**config.mk**
```make
export PLATFORM = sky130hd
export DESIGN_NAME = eeprom_cfg_loader
export DESIGN_NICKNAME = d
export VERILOG_FILES = /design/src/rtl/eecfg_pkg.sv /design/src/rtl/eecfg_ctrl.sv /design/src/rtl/eecfg_dp.sv /design/src/rtl/eeprom_cfg_loader.sv
export SDC_FILE = /design/constraint.sdc
export NUM_CORES = 1
export LEC_CHECK = 0
export BUFFER_PORTS_ARGS = -buffer_cell sky130_fd_sc_hd__clkbuf_2
export CAP_MARGIN = 20
export CELL_PAD_IN_SITES_DETAIL_PLACEMENT = 1
export CELL_PAD_IN_SITES_GLOBAL_PLACEMENT = 2
export CORE_UTILIZATION = 43
export DETAILED_ROUTE_END_ITERATION = 8
export PLACE_DENSITY = 0.84
export SLEW_MARGIN = 0
export SYNTH_ARGS = -nofsm -noshare
export SYNTH_HDL_FRONTEND = slang
export SYNTH_SLANG_ARGS = --single-unit
```
**constraint.sdc**
```tcl
create_clock -name clk -period 7 [get_ports clk]
set_input_delay 0 -clock clk [delete_from_list [all_inputs] [get_ports clk]]
set_output_delay 0 -clock clk [all_outputs]
set_load 0.02 [all_outputs]
```
**src/rtl/eecfg_pkg.sv**
```systemverilog
package eecfg_pkg;

  localparam int unsigned ROM_WORDS = 64;
  localparam int unsigned WORD_W    = 16;
  localparam int unsigned IDX_W     = $clog2(ROM_WORDS);
  localparam int unsigned CMD_BITS  = 9;
  localparam int unsigned BIT_W     = $clog2(WORD_W);
  localparam int unsigned NUM_FIELDS = 3;

  // byte offsets inside the image; field 0 adapter id, 1 mode, 2 tag code
  localparam logic [7:0] ID_BYTE   = 8'h40;
  localparam logic [7:0] MODE_BYTE = 8'h41;
  localparam logic [7:0] TAG_BYTE  = 8'h43;

  typedef enum logic [2:0] {
    ST_GAP, ST_CMD_LO, ST_CMD_HI, ST_DAT_LO, ST_DAT_HI, ST_FIN, ST_IDLE
  } seqState_t;

  typedef struct packed {
    logic             shiftIn;
    logic             wordEnd;
    logic             finish;
    logic [IDX_W-1:0] wordIdx;
  } seqStrobe_t;

  function automatic logic [7:0] fieldOffset(input int unsigned idx);
    case (idx)
      0:       return ID_BYTE;
      1:       return MODE_BYTE;
      default: return TAG_BYTE;
    endcase
  endfunction

endpackage

```
**src/rtl/eecfg_ctrl.sv**
```systemverilog
module eecfg_ctrl
  import eecfg_pkg::*;
#(
  parameter int unsigned HOLD_CYC = 4,
  parameter logic [7:0]  CMD_BASE = 8'h80
) (
  input  logic       clk,
  input  logic       rstN,
  output logic       romCs,
  output logic       romClk,
  output logic       romDi,
  output seqStrobe_t stb
);

  localparam int unsigned HCW = (HOLD_CYC > 1) ? $clog2(HOLD_CYC) : 1;
  localparam logic [HCW-1:0] HOLD_LAST = HCW'(HOLD_CYC - 1);
  localparam logic [IDX_W-1:0] LAST_WORD = IDX_W'(ROM_WORDS - 1);
  localparam logic [BIT_W-1:0] LAST_CMD = BIT_W'(CMD_BITS - 1);
  localparam logic [BIT_W-1:0] LAST_DAT = BIT_W'(WORD_W - 1);

  seqState_t        state, stateNext;
  logic [HCW-1:0]   holdCnt;
  logic [BIT_W-1:0] bitCnt;
  logic [IDX_W-1:0] wordIdx;
  logic             holdEnd;
  logic [CMD_BITS-1:0] cmdBits;

  assign holdEnd = (holdCnt == HOLD_LAST);
  assign cmdBits = {1'b1, CMD_BASE + 8'(wordIdx)};

  always_comb begin
    stateNext = state;
    case (state)
      ST_GAP:    if (holdEnd) stateNext = ST_CMD_LO;
      ST_CMD_LO: if (holdEnd) stateNext = ST_CMD_HI;
      ST_CMD_HI: if (holdEnd) stateNext = (bitCnt == LAST_CMD) ? ST_DAT_LO : ST_CMD_LO;
      ST_DAT_LO: if (holdEnd) stateNext = ST_DAT_HI;
      ST_DAT_HI: begin
        if (holdEnd) begin
          if (bitCnt != LAST_DAT)         stateNext = ST_DAT_LO;
          else if (wordIdx == LAST_WORD)  stateNext = ST_FIN;
          else                            stateNext = ST_GAP;
        end
      end
      ST_FIN:    stateNext = ST_IDLE;
      default:   stateNext = ST_IDLE;
    endcase
  end

  always_ff @(posedge clk or negedge rstN) begin
    if (!rstN) begin
      state   <= ST_GAP;
      holdCnt <= '0;
      bitCnt  <= '0;
      wordIdx <= '0;
    end else begin
      state <= stateNext;
      if (stateNext != state) holdCnt <= '0;
      else if (!holdEnd)      holdCnt <= holdCnt + 1'b1;
      if (holdEnd) begin
        if (state == ST_GAP) begin
          bitCnt <= '0;
        end else if (state == ST_CMD_HI) begin
          bitCnt <= (bitCnt == LAST_CMD) ? '0 : bitCnt + 1'b1;
        end else if (state == ST_DAT_HI) begin
          bitCnt <= (bitCnt == LAST_DAT) ? '0 : bitCnt + 1'b1;
          if (bitCnt == LAST_DAT && wordIdx != LAST_WORD) wordIdx <= wordIdx + 1'b1;
        end
      end
    end
  end

  always_comb begin
    romCs  = state inside {ST_CMD_LO, ST_CMD_HI, ST_DAT_LO, ST_DAT_HI};
    romClk = state inside {ST_CMD_HI, ST_DAT_HI};
    romDi  = (state inside {ST_CMD_LO, ST_CMD_HI}) ?
             cmdBits[BIT_W'(CMD_BITS - 1) - bitCnt] : 1'b0;
    stb.shiftIn = (state == ST_DAT_HI) && holdEnd;
    stb.wordEnd = (state == ST_DAT_HI) && holdEnd && (bitCnt == LAST_DAT);
    stb.finish  = (state == ST_FIN);
    stb.wordIdx = wordIdx;
  end


  clk_needs_cs_chk: assert property (@(posedge clk) disable iff (!rstN)
    romClk |-> romCs);


  cs_rise_clk_low_chk: assert property (@(posedge clk) disable iff (!rstN)
    $rose(romCs) |-> !romClk);


  start_bit_chk: assert property (@(posedge clk) disable iff (!rstN)
    (state == ST_CMD_HI && bitCnt == '0) |-> romDi);


  hold_bound_chk: assert property (@(posedge clk) disable iff (!rstN)
    holdCnt <= HOLD_LAST);


  clk_steady_chk: assert property (@(posedge clk) disable iff (!rstN)
    (romClk && !holdEnd) |=> romClk);

endmodule

```
**src/rtl/eecfg_dp.sv**
```systemverilog
module eecfg_dp
  import eecfg_pkg::*;
#(
  parameter int unsigned TAG_W     = 16,
  parameter logic [15:0] SUM_CHECK = 16'h1234,
  parameter logic [7:0]  DEF_ID    = 8'd7
) (
  input  logic             clk,
  input  logic             rstN,
  input  logic             romDo,
  input  seqStrobe_t       stb,
  output logic             cfgDone,
  output logic             cfgValid,
  output logic [7:0]       adapterId,
  output logic [7:0]       modeBits,
  output logic [7:0]       tagCode,
  output logic [TAG_W-1:0] tagCount,
  output logic             activeNeg
);

  logic [WORD_W-1:0] shiftReg, nextWord, sumAcc;
  logic [7:0]        fieldCap [NUM_FIELDS];
  logic              loaded, sumOk;

  assign nextWord = {shiftReg[WORD_W-2:0], romDo};
  assign sumOk    = (sumAcc == SUM_CHECK);

  always_ff @(posedge clk or negedge rstN) begin
    if (!rstN) begin
      shiftReg <= '0;
      sumAcc   <= '0;
    end else begin
      if (stb.shiftIn) shiftReg <= nextWord;
      if (stb.wordEnd) sumAcc   <= sumAcc + nextWord;
    end
  end

  for (genvar g = 0; g < NUM_FIELDS; g++) begin : g_field
    localparam logic [7:0] OFFS = fieldOffset(g);
    localparam logic [IDX_W-1:0] WSEL = IDX_W'(OFFS >> 1);
    always_ff @(posedge clk or negedge rstN) begin
      if (!rstN) fieldCap[g] <= '0;
      else if (stb.wordEnd && stb.wordIdx == WSEL)
        fieldCap[g] <= OFFS[0] ? nextWord[15:8] : nextWord[7:0];
    end
  end

  always_ff @(posedge clk or negedge rstN) begin
    if (!rstN) begin
      cfgDone   <= 1'b0;
      cfgValid  <= 1'b0;
      loaded    <= 1'b0;
      adapterId <= DEF_ID;
      modeBits  <= '0;
      tagCode   <= '0;
      tagCount  <= '0;
      activeNeg <= 1'b0;
    end else begin
      cfgDone <= stb.finish;
      if (stb.finish) begin
        loaded   <= 1'b1;
        cfgValid <= sumOk;
        if (sumOk) begin
          adapterId <= fieldCap[0];
          modeBits  <= fieldCap[1];
          tagCode   <= fieldCap[2];
          tagCount  <= TAG_W'(2) << fieldCap[2];
          activeNeg <= fieldCap[1][3];
        end else begin
          adapterId <= DEF_ID;
          modeBits  <= '0;
          tagCode   <= '0;
          tagCount  <= '0;
          activeNeg <= 1'b0;
        end
      end
    end
  end


  done_pulse_chk: assert property (@(posedge clk) disable iff (!rstN)
    cfgDone |=> !cfgDone);


  cfg_hold_chk: assert property (@(posedge clk) disable iff (!rstN)
    (loaded && !stb.finish) |=> ($stable(adapterId) && $stable(cfgValid) && $stable(tagCount)));


  invalid_default_chk: assert property (@(posedge clk) disable iff (!rstN)
    (loaded && !cfgValid) |-> (adapterId == DEF_ID && tagCount == '0 && !activeNeg));


  done_once_chk: assert property (@(posedge clk) disable iff (!rstN)
    (loaded && !$past(stb.finish)) |-> !cfgDone);

endmodule

```
**src/rtl/eeprom_cfg_loader.sv**
```systemverilog
module eeprom_cfg_loader
  import eecfg_pkg::*;
#(
  parameter int unsigned HOLD_CYC  = 4,
  parameter int unsigned TAG_W     = 16,
  parameter logic [7:0]  CMD_BASE  = 8'h80,
  parameter logic [15:0] SUM_CHECK = 16'h1234
) (
  input  logic             clk,
  input  logic             rstN,
  input  logic             romDo,
  output logic             romCs,
  output logic             romClk,
  output logic             romDi,
  output logic             cfgDone,
  output logic             cfgValid,
  output logic [7:0]       adapterId,
  output logic [7:0]       modeBits,
  output logic [7:0]       tagCode,
  output logic [TAG_W-1:0] tagCount,
  output logic             activeNeg
);

  seqStrobe_t stb;

  eecfg_ctrl #(.HOLD_CYC(HOLD_CYC), .CMD_BASE(CMD_BASE)) u_ctrl (
    .clk(clk), .rstN(rstN), .romCs(romCs), .romClk(romClk), .romDi(romDi), .stb(stb)
  );

  eecfg_dp #(.TAG_W(TAG_W), .SUM_CHECK(SUM_CHECK), .DEF_ID(8'd7)) u_dp (
    .clk(clk), .rstN(rstN), .romDo(romDo), .stb(stb),
    .cfgDone(cfgDone), .cfgValid(cfgValid), .adapterId(adapterId),
    .modeBits(modeBits), .tagCode(tagCode), .tagCount(tagCount), .activeNeg(activeNeg)
  );

endmodule

```
# [Yosys cells after proc, flatten, opt, wreduce, memory -nomap -nowiden]
# Cells that the tools add are included.
[totals] reg_bits=113 input_bits=3 output_inout_bits=46 elab_cells=78
[op_classes] addsub=6 order_cmp=1 eq_ne=16 shift=1 n_mux=24 bitwise_logic=2 reduce_logical=12
[op_table] cell="8-bit two-way mux" n=3
[op_table] cell="3-bit two-way mux" n=7
[op_table] cell="4-bit two-way mux" n=5
[op_table] cell="6-bit equality test, second input constant" n=3
[op_table] cell="16-bit adder" n=1
[op_table] cell="16-bit by 13-bit equality test with 1-bit output, second input constant" n=1
[op_table] cell="16-bit two-way mux" n=1
[op_table] cell="2-bit by 8-bit << shifter with 16-bit output, first input constant" n=1
[op_table] cell="3-bit case mux with 5 select lines" n=1
[op_table] cell="8-bit by 6-bit adder with 8-bit output, first input constant" n=1
[op_table] cell="4-bit equality test, second input constant" n=2
[op_table] cell="6-bit by 1-bit adder with 6-bit output, second input constant" n=1
[op_table] cell="3-bit by 2-bit equality test with 1-bit output, second input constant" n=2
[op_table] cell="3-bit equality test, second input constant" n=2
[op_table] cell="2-bit two-way mux" n=3
[op_table] cell="6-bit != test, second input constant" n=1
[op_table] cell="1-bit logical AND" n=5
[op_table] cell="4-bit by 5-bit < comparator with 1-bit output, second input constant" n=1
[op_table] cell="5-bit AND reduction" n=1
[op_table] cell="4-bit by 1-bit adder with 4-bit output, second input constant" n=1
[op_table] cell="1-bit binary-select mux with 4-bit select" n=1
[op_table] cell="4-bit != test, second input constant" n=1
[op_table] cell="2-bit nonzero test" n=2
[op_table] cell="4-bit nonzero test" n=1
[op_table] cell="11 further kinds" n=14

# [Depth between registers and ports, before layout]
[logic_depth] ltp_word=7 ltp_mapped=10 ltp_nobuf=10

# [Hierarchy]
# A second synthesis with hierarchy kept.
[unflattened] hier_cells=466 hier_area_um2=5501.5
[modules_own_cells] mod="eecfg_dp" n_inst=1 cells_each=355 area_each_um2=4480.5 seq_area_each_um2=2406.1
[modules_own_cells] mod="eecfg_ctrl" n_inst=1 cells_each=111 area_each_um2=1021.0 seq_area_each_um2=375.4

# [Least setup slack after synthesis]
# Ideal clock, no wire load.
[synth_timing] path_kind="register to register" startpoint="register u_ctrl.holdCnt[0]" endpoint="register u_dp.fieldCap[10] (netlist bit)" arrival_time_ns=2.090 path_slack_ns=4.785 path_stages_with_launch=10 synth_period_minus_slack_ns=2.215 cell_sequence="dfrtp_1 ha_1 buf_4 nand2b_4 nor3b_4 nand2b_2 nor4_4 nand2_4 buf_6 mux2_4"
[synth_between] elab_chain_cells=4
[synth_rtl] item="from (decl)" line="eecfg_ctrl.sv:22" text="logic [HCW-1:0] holdCnt;"
[synth_rtl] item="from (signal assigned)" line="eecfg_ctrl.sv:59" text="else if (!holdEnd) holdCnt <= holdCnt + 1'b1;"
[synth_rtl] item="2-bit equality test" line="eecfg_ctrl.sv:28" text="assign holdEnd = (holdCnt == HOLD_LAST);"
[synth_rtl] item="1-bit logical AND (2 in series)" line="eecfg_ctrl.sv:79" text="stb.wordEnd = (state == ST_DAT_HI) && holdEnd && (bitCnt == LAST_DAT);"
[synth_rtl] item="1-bit logical AND" line="eecfg_dp.sv:43" text="else if (stb.wordEnd && stb.wordIdx == WSEL)"
[synth_rtl] item="to (signal, indexed assignment)" line="eecfg_dp.sv:44" text="fieldCap[g] <= OFFS[0] ? nextWord[15:8] : nextWord[7:0];"
[synth_rtl] item="to (decl)" line="eecfg_dp.sv:22" text="logic [7:0] fieldCap [NUM_FIELDS];"
# Every way passes these cells.
# A chain may end at the register's enable or synchronous reset.

# [Final worst setup path]
[layout_timing] startpoint="register u_ctrl.holdCnt[0]" endpoint="register u_dp.fieldCap[11] (netlist bit)"
# Same word-level chain as after synthesis.

==> qor.csv <==
stage,metric,value,unit
grt,use_met1,26.2,%
worst_setup_path,end_kind,flop,
floorplanning,rows,40,
grt,grt_overflow,0,
grt,busiest_layer,met2,
power,seqPwrFrac,55.8,%
clock_tree,cts_root_buf,clkbuf_16,
synthesis,netlist.area_leader.share,51.2,%
layout,area_growth,12.4,%
clock_tree,htreeDepth,3,
floorplanning,pin_count,49,
grt,track_usage,19.6,%
worst_setup_path,cp_data_arrival_time,3590,ps
worst_setup_path,critical_path_class,flop to flop,
layout,fillCellCount,1289,
route,routedWlPerCell,17.4,microns
clock_tree,cts_buffers,9,
sta,slew_headroom,45.7,%
route,antenna_left,0,
sta,tns,0,ps
clock_tree,path_clk_slew,70,ps
layout,stdcell_area,5930,sq um
power,clkPwrFrac,42.8,%
placed_design,portBuffers,47,
route,drt_first_pass_iters,4,
synthesis,ys_warn_count,0,
power,p_switching,260,uW
floorplanning,fp.dieH,113,microns
sta,period_minus_slack,3360,ps
sta,hold_viol,0,
synthesis,ys_seq_area_share,52.7,%
sta,max_freq,298,MHz
floorplanning,core_area,12000,sq um
route,finalWirelength,11500,microns
synthesis,dominantRegCellSynth,dfrtp_1,
layout,regArea,2780,sq um
synthesis,synth_area_leaders,"dfrtp_1 (51%), mux2_2 (6.6%), ha_1 (5.2%)",
sta,maxSlewViolCount,0,
grt,grt.met2_usage,32.6,%
clock_tree,cts_setup_buffers,0,
power,powerDensity,194,nW/um^2
sta,rsz0062_at_grt,false,
route,vias,3571,
power,worst_ir_drop_vdd,97.8,uV
synthesis,syn-num-nets,488,
clock_tree,clock_path_buffers,2,
power,p_comb_share,1.4,%
grt,grt_max_degree,62,
floorplanning,die_w,113,microns
placed_design,dp_slack,3590,ps
layout,drive_gt1_share,23.4,%
power,cell_internal_pwr,890,uW
sta,skew,8.20,ps
synthesis,yosys.area.top_type,dfrtp_1,
placed_design,place_area,5630,sq um
synthesis,syn_avg_cell_area,11.4,sq um
power,p_leak,0.00297,uW
power,swShare,22.6,%
synthesis,syn_area,5270,sq um
placed_design,routabilityCongestion,0.740,
worst_setup_path,start_kind,flop,
floorplanning,dieArea,12700,sq um
floorplanning,initial_utilization,44.1,%
synthesis,ys_ff_latch,111,
synthesis,synth-edff-count,0,
layout,final_util,49.6,%
sta,post-route-period-util,48.0,%
hold_path,hp-class,input port to async pin,
clock_tree,cts_tree,done,
grt,antenna_found_initial,0,
clock_tree,clk-insertion-delay-late,350,ps
synthesis,synth_cells,462,
clock_tree,clkSinkCount,111,
route,drtIter0Drc,156,
worst_setup_path,crit_required,7230,ps
synthesis,synthArstFlopShare,100,%
placed_design,dp_hpwl,8140,microns
outcome,status,"complete, no violations",
route,drcViolationCount,0,
power,p_total,1150,uW
synthesis,synth_cell_types,60,
layout,fin_nets,533,
sta,tightestPinTransition,813,ps
layout,diodes,0,
worst_setup_path,path_max_fanout,31,
grt,met3_usage,3.21,%
layout,multi_input_area,2350,sq um
route,avgViaCountPerCell,5.42,
grt,first_global_vias,3683,
sta,layout_setup_ws,3640,ps
grt,grt_first_pass_wirelength,19300,microns
sta,setup_viol,0,
flow_run,drv_cap,0,
[power by group through the flow]
stage	Clock (uW)	Sequential, uW	Combinational, uW
floorplan	0	654	2.27
global placement	0	654	16.3
detailed placement	0	654	16.9
CTS	506	642	17.8
global route	531	642	20.0
finish	492	642	16.6
[logic make-up after synthesis]
family                     share of synthesized area [%]
buffers and inverters                               2.70
adders and majority gates                           5.60
DFF                                                 52.7
other                                             0.0711
and+or+nand+nor                                     12.0
AOI/OAI and AO/OA                                   13.8
xor gates and xnor gates                            3.82
muxes                                               9.28
[layout by cell type, fill, tap and decap left out, types with 3 or more instances in the layout]
cell type	Yosys	layout
nor2_1	19	19
dfrtp_1	108	108
nand2_1	52	52
o21a_1	4	4
a21o_1	8	8
mux2_4	8	8
nor3_1	6	6
a22o_1	22	22
clkbuf_16	0	9
inv_1	14	14
buf_4	4	4
a21oi_1	18	18
dfstp_2	3	3
mux2_2	31	31
clkbuf_2	0	46
nand4_1	3	3
nor2b_1	4	4
o21ai_0	42	42
o21ai_1	4	4
xnor2_1	13	13
ha_1	22	22
nand3_1	7	7
xor2_1	10	10
[per-layer routing]
layer  vias to the layer above  share of wire [%]
li1                       1740                  -
met1                      1772                 48
met2                        47                 48
met3                        12                2.3
met4                         0                1.2
met5                         -                  0
[final timing paths]
check                             startpoint                 to  slack, ps  cells past startpoint
setup / recovery           u_ctrl.holdCnt[0]  u_dp.fieldCap[11]       3640                      7
hold / removal                          rstN   u_dp.modeBits[2]        230                      2
setup reg to reg           u_ctrl.holdCnt[0]  u_dp.fieldCap[11]       3640                      7
hold reg to reg                u_dp.cfgValid      u_dp.cfgValid        480                      1
max in group asynchronous               rstN   u_dp.fieldCap[5]       5560                      3
min in group clk                       romDo   u_dp.shiftReg[0]        480                      4
[metrics by stage]
step                hold slack, ps  instances
finish                         229        659
CTS                            251        659
detailed placement            83.4        641
floorplan                     -296        462
global route                   292        659
global placement              72.1        641
[layout make-up]
| class | count | share of cell area [%] |
|---|---|---|
| Inverter | 14 | 0.886 |
| Timing Repair Buffer | 52 | 4.73 |
| Tap cell | 147 | 3.10 |
| Multi-Input combinational cell | 319 | 39.6 |
| Clock inverter | 7 | 0.929 |
| Clock buffer | 9 | 3.80 |
| Sequential cell | 111 | 46.9 |
[flip-flops by register name, indices dropped and copies added (netlist names)]
name            flops
u_dp.cfgDone        1
u_ctrl.wordIdx      6
u_dp.fieldCap      24
u_dp.shiftReg      15
u_ctrl.bitCnt       4
u_dp.activeNeg      1
u_dp.tagCode        8
u_dp.adapterId      8
u_dp.modeBits       7
u_ctrl.holdCnt      2
u_dp.sumAcc        16
u_dp.cfgValid       1
u_dp.tagCount      15
u_ctrl.state        3
[critical path, cell delays in order, from the launching register on]
cell      delay [ps]
dfrtp_1          400
ha_1             410
nand2b_4         130
nor3b_4          690
nand2b_2         540
nor4_4           460
nand2_4          250
mux2_4           360
[cells in the mapped netlist, types with 2 or more instances]
cell      number
a21o_1         8
a21oi_1       18
a22o_1        22
buf_4          4
clkbuf_1      13
dfrtp_1      108
dfstp_2        3
ha_1          22
inv_1         14
mux2_2        31
mux2_4         8
mux2i_1        2
nand2_1       52
nand2_2        2
nand2b_1       2
nand3_1        7
nand3b_1       2
nand4_1        3
nand4b_1       2
nor2_1        19
nor2b_1        4
nor3_1         6
nor4_4         2
nor4b_1        2
o21a_1         4
o21ai_0       42
o21ai_1        4
o22ai_1        2
o32ai_1        2
xnor2_1       13
xor2_1        10
[timing repair]
| action | 4_1_cts | 5_1_grt |
|---|---|---|
| hold endpoints to repair | 49 | 0 |
| hold buffers | 2 | 0 |
| resized for setup | 0 | 0 |
No activity file was read; power rests on OpenSTA's default activity.
